==> src/rtl/fpn_pkg.sv <==
package fpn_pkg;

   // Which result path an operand takes through the converter.
   typedef enum logic [1:0] {
      PATH_NORM  = 2'd0,
      PATH_NAN   = 2'd1,
      PATH_INF   = 2'd2,
      PATH_UNDER = 2'd3
   } fpn_path_e;

endpackage

==> src/rtl/fpn_classify.sv <==
module fpn_classify
   import fpn_pkg::*;
#(
   parameter int SRC_EXP = 8,
   parameter int DST_EXP = 5
) (
   input  logic [SRC_EXP-1:0] exp_i,
   input  logic               frac_nz_i,
   output fpn_path_e          path_o,
   output logic [DST_EXP-1:0] base_exp_o
);

   localparam int SRC_BIAS = (1 << (SRC_EXP - 1)) - 1;
   localparam int DST_BIAS = (1 << (DST_EXP - 1)) - 1;
   localparam int DST_MAX  = (1 << DST_EXP) - 1;
   localparam int REBIAS   = SRC_BIAS - DST_BIAS;
   localparam int NORM_LO  = REBIAS + 1;
   localparam int NORM_HI  = REBIAS + DST_MAX - 1;
   localparam int OVF_EXP  = REBIAS + DST_MAX;

   localparam logic [SRC_EXP-1:0] LO_V   = SRC_EXP'(NORM_LO);
   localparam logic [SRC_EXP-1:0] HI_V   = SRC_EXP'(NORM_HI);
   localparam logic [SRC_EXP-1:0] OVF_V  = SRC_EXP'(OVF_EXP);
   localparam logic [SRC_EXP-1:0] REB_V  = SRC_EXP'(REBIAS);
   localparam logic [SRC_EXP-1:0] ONES_V = {SRC_EXP{1'b1}};

   // Priority: in-range normal, then NaN, then overflow, otherwise underflow.
   always_comb begin
      if (exp_i >= LO_V && exp_i <= HI_V)
         path_o = PATH_NORM;
      else if (exp_i == ONES_V && frac_nz_i)
         path_o = PATH_NAN;
      else if (exp_i >= OVF_V)
         path_o = PATH_INF;
      else
         path_o = PATH_UNDER;
   end

   // Rebiased exponent; only meaningful on the in-range path.
   assign base_exp_o = DST_EXP'(exp_i - REB_V);

endmodule

==> src/rtl/fpn_denorm.sv <==
module fpn_denorm #(
   parameter int SRC_EXP  = 8,
   parameter int SRC_FRAC = 23,
   parameter int DST_EXP  = 5,
   parameter int DST_FRAC = 10
) (
   input  logic [SRC_EXP-1:0]             exp_i,
   input  logic [SRC_FRAC-1:0]            frac_i,
   output logic [DST_FRAC-1:0]            frac_o,
   output logic [SRC_FRAC-DST_FRAC-1:0]   tail_o,
   output logic                           top_o,
   output logic                           flush_o
);

   localparam int TAIL     = SRC_FRAC - DST_FRAC;
   localparam int SIG_W    = SRC_FRAC + 1;
   localparam int SH_W     = SRC_EXP + 1;
   localparam int SRC_BIAS = (1 << (SRC_EXP - 1)) - 1;
   localparam int DST_BIAS = (1 << (DST_EXP - 1)) - 1;
   localparam logic [SH_W-1:0] SH_BASE = SH_W'(SRC_BIAS - DST_BIAS);
   localparam logic [SH_W-1:0] SH_MAX  = SH_W'(SRC_FRAC);

   logic              exp_nz;
   logic [SH_W-1:0]   shamt;
   logic [SIG_W-1:0]  sig;
   logic [SIG_W-1:0]  shifted;
   logic [SIG_W-1:0]  lost;
   logic [SIG_W-1:0]  dn;
   logic              sticky;

   assign exp_nz = |exp_i;
   // A normal operand carries its hidden one and needs one more place of shift.
   assign shamt  = SH_BASE - {1'b0, exp_i} + SH_W'(exp_nz);
   assign sig    = {exp_nz, frac_i};
   assign shifted = sig >> shamt;

   // One comparator per significand bit marks the bits that fall off the end.
   for (genvar i = 0; i < SIG_W; i++) begin : g_lost
      assign lost[i] = sig[i] & (SH_W'(i) < shamt);
   end

   assign sticky  = |lost;
   assign dn      = {shifted[SIG_W-1:1], shifted[0] | sticky};
   assign flush_o = shamt > SH_MAX;
   assign frac_o  = dn[TAIL+DST_FRAC-1:TAIL];
   assign tail_o  = dn[TAIL-1:0];
   assign top_o   = dn[SIG_W-1];

endmodule

==> src/rtl/fpn_rne.sv <==
module fpn_rne #(
   parameter int EXP_W  = 5,
   parameter int FRAC_W = 10,
   parameter int TAIL_W = 13
) (
   input  logic [EXP_W-1:0]  exp_i,
   input  logic [FRAC_W-1:0] frac_i,
   input  logic [TAIL_W-1:0] tail_i,
   output logic [EXP_W-1:0]  exp_o,
   output logic [FRAC_W-1:0] frac_o
);

   localparam logic [TAIL_W-1:0] HALF = TAIL_W'(1) << (TAIL_W - 1);

   logic              bump;
   logic [FRAC_W:0]   sum;

   // Nearest wins; an exact half goes toward an even fraction.
   always_comb begin
      if (tail_i > HALF)
         bump = 1'b1;
      else if (tail_i == HALF)
         bump = frac_i[0];
      else
         bump = 1'b0;
   end

   assign sum    = {1'b0, frac_i} + (FRAC_W + 1)'(bump);
   // Carry out of the fraction moves into the exponent; the fraction wraps to zero.
   assign frac_o = sum[FRAC_W-1:0];
   assign exp_o  = exp_i + EXP_W'(sum[FRAC_W]);

endmodule

==> src/rtl/fpn_narrow.sv <==
module fpn_narrow
   import fpn_pkg::*;
#(
   parameter int SRC_EXP  = 8,
   parameter int SRC_FRAC = 23,
   parameter int DST_EXP  = 5,
   parameter int DST_FRAC = 10
) (
   input  logic                           clk,
   input  logic                           rst,
   input  logic                           in_valid,
   input  logic [SRC_EXP+SRC_FRAC:0]      in_data,
   output logic                           out_valid,
   output logic [DST_EXP+DST_FRAC:0]      out_data
);

   localparam int SRC_W   = 1 + SRC_EXP + SRC_FRAC;
   localparam int DST_W   = 1 + DST_EXP + DST_FRAC;
   localparam int TAIL    = SRC_FRAC - DST_FRAC;
   localparam int SRC_BIAS = (1 << (SRC_EXP - 1)) - 1;
   localparam int DST_BIAS = (1 << (DST_EXP - 1)) - 1;
   localparam int OVF_EXP = SRC_BIAS - DST_BIAS + (1 << DST_EXP) - 1;
   localparam int FLUSH_BELOW = SRC_BIAS - DST_BIAS - SRC_FRAC;

   // Elaboration-time parameter checks.
   if (SRC_EXP <= DST_EXP) begin : g_bad_exp
      $error("fpn_narrow: source exponent must be wider than destination");
   end
   if (SRC_FRAC <= DST_FRAC) begin : g_bad_frac
      $error("fpn_narrow: source fraction must be wider than destination");
   end
   if (DST_FRAC < 2) begin : g_bad_dfrac
      $error("fpn_narrow: destination fraction needs a quiet bit and a payload bit");
   end

   logic                 sgn;
   logic [SRC_EXP-1:0]   s_exp;
   logic [SRC_FRAC-1:0]  s_frac;
   fpn_path_e            path;
   logic [DST_EXP-1:0]   base_exp;

   logic [DST_FRAC-1:0]  dn_frac;
   logic [TAIL-1:0]      dn_tail;
   logic                 dn_top;
   logic                 dn_flush;

   logic [DST_EXP-1:0]   r_exp_in;
   logic [DST_FRAC-1:0]  r_frac_in;
   logic [TAIL-1:0]      r_tail_in;
   logic [DST_EXP-1:0]   r_exp;
   logic [DST_FRAC-1:0]  r_frac;

   logic [DST_W-1:0]     result;

   assign sgn    = in_data[SRC_W-1];
   assign s_exp  = in_data[SRC_FRAC +: SRC_EXP];
   assign s_frac = in_data[SRC_FRAC-1:0];

   fpn_classify #(
      .SRC_EXP (SRC_EXP),
      .DST_EXP (DST_EXP)
   ) u_class (
      .exp_i      (s_exp),
      .frac_nz_i  (|s_frac),
      .path_o     (path),
      .base_exp_o (base_exp)
   );

   fpn_denorm #(
      .SRC_EXP  (SRC_EXP),
      .SRC_FRAC (SRC_FRAC),
      .DST_EXP  (DST_EXP),
      .DST_FRAC (DST_FRAC)
   ) u_denorm (
      .exp_i   (s_exp),
      .frac_i  (s_frac),
      .frac_o  (dn_frac),
      .tail_o  (dn_tail),
      .top_o   (dn_top),
      .flush_o (dn_flush)
   );

   // One rounder serves both the in-range and the subnormal path.
   always_comb begin
      if (path == PATH_NORM) begin
         r_exp_in  = base_exp;
         r_frac_in = s_frac[SRC_FRAC-1:TAIL];
         r_tail_in = s_frac[TAIL-1:0];
      end else begin
         r_exp_in  = '0;
         r_frac_in = dn_frac;
         r_tail_in = dn_tail;
      end
   end

   fpn_rne #(
      .EXP_W  (DST_EXP),
      .FRAC_W (DST_FRAC),
      .TAIL_W (TAIL)
   ) u_rne (
      .exp_i  (r_exp_in),
      .frac_i (r_frac_in),
      .tail_i (r_tail_in),
      .exp_o  (r_exp),
      .frac_o (r_frac)
   );

   always_comb begin
      unique case (path)
         PATH_NAN:
            result = {sgn, {DST_EXP{1'b1}}, 1'b1, s_frac[TAIL+DST_FRAC-2:TAIL]};
         PATH_INF:
            result = {sgn, {DST_EXP{1'b1}}, {DST_FRAC{1'b0}}};
         PATH_UNDER:
            result = dn_flush ? {sgn, {(DST_W-1){1'b0}}} : {sgn, r_exp, r_frac};
         default:
            result = {sgn, r_exp, r_frac};
      endcase
   end

   always_ff @(posedge clk) begin
      if (rst)
         out_valid <= 1'b0;
      else
         out_valid <= in_valid;
      if (in_valid)
         out_data <= result;
   end

   // Strobe follows the operand strobe by one cycle.
   assert_valid_rise_R1: assert property (@(posedge clk) disable iff (rst)
      in_valid |=> out_valid);
   assert_valid_drop_R1: assert property (@(posedge clk) disable iff (rst)
      !in_valid |=> !out_valid);

   // Sign passes through every path.
   assert_sign_R2: assert property (@(posedge clk) disable iff (rst)
      in_valid |=> out_data[DST_W-1] == $past(in_data[SRC_W-1]));

   // A rounding carry always leaves an empty fraction behind.
   assert_carry_clear_R4: assert property (@(posedge clk) disable iff (rst)
      (r_exp != r_exp_in) |-> (r_frac == '0));

   // NaN results are quiet with an all-ones exponent.
   assert_nan_quiet_R5: assert property (@(posedge clk) disable iff (rst)
      in_valid && (in_data[SRC_FRAC +: SRC_EXP] == {SRC_EXP{1'b1}}) && (|in_data[SRC_FRAC-1:0])
      |=> (out_data[DST_FRAC +: DST_EXP] == {DST_EXP{1'b1}}) && out_data[DST_FRAC-1]);

   // Overflowing operands saturate to infinity.
   assert_inf_R6: assert property (@(posedge clk) disable iff (rst)
      in_valid && (int'(in_data[SRC_FRAC +: SRC_EXP]) >= OVF_EXP)
      && !((in_data[SRC_FRAC +: SRC_EXP] == {SRC_EXP{1'b1}}) && (|in_data[SRC_FRAC-1:0]))
      |=> (out_data[DST_W-2:0] == {{DST_EXP{1'b1}}, {DST_FRAC{1'b0}}}));

   // The denormalizer never leaves a bit above the destination fraction.
   assert_dn_headroom_R7: assert property (@(posedge clk) disable iff (rst)
      (path == PATH_UNDER) && !dn_flush |-> !dn_top);

   // Far below the subnormal range the magnitude is zero.
   assert_flush_R8: assert property (@(posedge clk) disable iff (rst)
      in_valid && (int'(in_data[SRC_FRAC +: SRC_EXP]) < FLUSH_BELOW)
      |=> (out_data[DST_W-2:0] == '0));

endmodule

==> config.mk <==
export PLATFORM = sky130hd
export DESIGN_NAME = fpn_narrow
export DESIGN_NICKNAME = d
export VERILOG_FILES = /design/src/rtl/fpn_pkg.sv /design/src/rtl/fpn_classify.sv /design/src/rtl/fpn_denorm.sv /design/src/rtl/fpn_rne.sv /design/src/rtl/fpn_narrow.sv
export SDC_FILE = /design/constraint.sdc
export NUM_CORES = 1
export LEC_CHECK = 0
export BUFFER_PORTS_ARGS = -buffer_cell sky130_fd_sc_hd__buf_2
export CAP_MARGIN = 20
export CELL_PAD_IN_SITES_DETAIL_PLACEMENT = 0
export CELL_PAD_IN_SITES_GLOBAL_PLACEMENT = 1
export CORE_MARGIN = 1
export CORE_UTILIZATION = 30
export DETAILED_ROUTE_END_ITERATION = 6
export PLACE_DENSITY = 0.73
export SYNTH_ARGS = -nofsm -noshare
export SYNTH_HDL_FRONTEND = slang
export SYNTH_SLANG_ARGS = --single-unit
==> constraint.sdc <==
create_clock -name clk -period 9.7 [get_ports clk]
set_input_delay 2.425 -clock clk [delete_from_list [all_inputs] [get_ports clk]]
set_output_delay 2.425 -clock clk [all_outputs]
set_load 0.05 [all_outputs]
==> flow_summary.yaml <==
timing:
  setup_violations: 0
  slew_violations: 0
  slew_headroom: 0.374
  hold_violations: 0
  tightest_slew_ps: 936
  max_freq_ghz: 0.125
  setup_tns_ps: 0
  fin_crit_sh: 0.822
  rsz0062_at_grt: "false"
  fin_crit_ps: 7970
route:
  vias: 3429
  routedWlPerCell_microns: 18.4
  drt_iter0_markers: 314
  firstDrtPassIters: 4
  wl_mm: 10.4
  drcViolationCount: 0
  ant_nets: 0
  via_per_inst: 6.07
clock_tree:
  cts_tree: "done"
  postCtsSetupBuffers: 0
  clk_path_buf_depth: 2
  post_cts_resized: 0
  cts_hold_buf: 0
  htreeDepth: 1
  cts_num_sinks: 17
  cts-root-buf: "clkbuf_8"
  cts_made_buffers: 3
  clk_pin_slew_ps: 60
setup_path:
  crit_type: "primary input to flip-flop"
  start_kind: "primary input"
  cp-end-kind: "flip-flop"
  worstPathArrival_ps: 7940
  cp.required_ps: 9670
  path_max_fanout: 31
floorplanning:
  placementRows: 36
  dieArea_sq_um: 10500
  dieHeight_microns: 102
  die_x_microns: 102
  io_pins: 52
  coreArea_sq_um: 9770
  start_util: 0.308
logic_synthesis:
  synth_nets: 442
  ys_ff_latch: 17
  ys_async_sr_fraction: 0
  yosys_most_used_dff: "edfxtp_1"
  syn_area_sq_um: 3010
  syn_area_per_cell_sq_um: 7.50
  yosys_warnings: 0
  synth_edf_count: 16
  syn_inst: 402
  ys_types: 68
  ys_seq_area_frac: 0.166
run_status:
  status: "complete, no violations"
global_routing:
  overflow: 0
  grt_max_degree: 32
  grt_util_all_layers: 0.202
  antenna_found_initial: 0
  grt_pass1_wl_mm: 16.7
  grt_pass1_vias: 3173
pwr:
  ir_worst_vdd_uv: 46.3
  p_leak_nw: 1.31
  finalPower_mw: 0.298
  powerDensity_nw_per_um2: 87.6
min_path:
  holdCritPathClass: "primary input to flip-flop"
run:
  max_cap_violations: 0
finish:
  fin_nets: 473
  antenna-diode-count: 0
  fillers: 1066
  drive_above_1_share: 0.194
  fin_area_sq_um: 3400
  synthToLayoutAreaGrowth_pct: 12.8
  post-route-util: 0.348
  instances_no_fill: 565
placed_design:
  dpl.hpwl_mm: 7.89
  gp_congestion: 0.895
  portBuffers: 51
  dpl.cell_count: 561
  placed_area_sq_um: 3350
layout by cell type, fill, tap and decap left out, types with 4 or more instances in the layout:
cell	count
a21oi_1	29
edfxtp_1	16
inv_1	9
a22o_1	4
nand4_1	6
a31oi_1	8
nand2b_1	5
a211oi_1	4
mux2_2	10
a221o_1	4
nor2b_1	6
nand2_1	43
a221oi_1	4
xnor2_1	6
o211ai_1	5
nor4_1	10
buf_2	51
mux2i_1	22
nand3_1	14
or3_1	5
ha_1	5
o31ai_1	4
nor3b_1	6
mux4_2	5
o22ai_1	6
nor3_1	12
o21ai_0	16
xor2_1	4
buf_4	5
a22oi_1	5
nor2_1	36
a21o_1	5
through the flow:
step | hold slack [ps] | worst slack, ps
after floorplan | 2500 | 2800
after global placement | 2580 | 1710
after detailed placement | 2590 | 1480
after global routing | 2340 | 1190
final | 2330 | 1730
after CTS | 2330 | 1740
sequential cells by signal, indices dropped and copies added, names as in the netlist:
register / cells
out_valid: 1
out_data: 16
metal layers:
metal  wire length [microns]  track usage  vias to the layer above
li1                        -            -                     1630
met1                    4640        0.272                     1590
met2                    4620        0.331                      183
met3                     820       0.0253                       26
met4                     308       0.0747                        0
met5                       0            0                        -
worst max-delay path, cell delays in order:
cell and delay [ps]:
buf_2 200, nor4_1 460, nor3b_1 330, ha_1 320, inv_1 70, ha_1 770, buf_4 460, mux2_2 240
nor3_1 40, or3_1 380, o22ai_1 230, a21oi_1 140, nor3_1 250, ha_1 210, o21a_1 200, nand4_1 140
nor3b_1 320, ha_1 230, ha_1 190, nand3_1 100, xnor2_1 150, o21ai_0 80
synthesized netlist by cell type, drive strengths merged, types with 6 or more instances:
library cell | count | area [sq um]
a31oi | 8 | 50.1
edfxtp | 16 | 480
nor4 | 10 | 62.6
mux2i | 22 | 220
nor2b | 6 | 37.5
xnor2 | 6 | 52.6
nand2 | 43 | 161
nor2 | 36 | 135
a21oi | 29 | 145
mux2 | 10 | 113
nor3b | 6 | 45.0
clkbuf | 21 | 80.1
inv | 9 | 33.8
o22ai | 6 | 37.5
buf | 9 | 38.8
nand3 | 14 | 70.1
nand4 | 6 | 37.5
o21ai | 16 | 80.1
nor3 | 13 | 70.1
path summary, 6_finish.rpt:
path	startpoint	end	slack (ps)	depth (start not counted)
setup / recovery	in_data[25]	out_data[14]	1730	22
hold / removal	rst	out_valid	2330	2
logic make-up (layout without fill, tap and decap cells):
logic type      count (synthesis)  after routing  synth area share
simple gates                  164            164             0.275
fa+ha+maj                       5              5            0.0208
mux                            37             37             0.148
compound gates                128            128             0.304
xor+xnor                       11             11            0.0345
flops                          17             17             0.166
buf+inv                        40             70            0.0519
power breakdown:
group          internal [mW]  total [mW]  switching (mW)
Combinational         0.0526       0.161           0.108
Sequential            0.0866      0.0876         0.00103
Clock                 0.0291      0.0494          0.0203
Total                  0.168       0.298           0.130
layout make-up:
type                       count  area (sq um)  share of cell area
inverter                      10          37.5              0.0110
tap                          133           166              0.0490
multi-input combinational    345          2360               0.693
timing repair buffer          56           293              0.0861
sequential                    17           500               0.147
clock buffer                   4          45.0              0.0132
No activity file was read; power rests on OpenSTA's default activity.
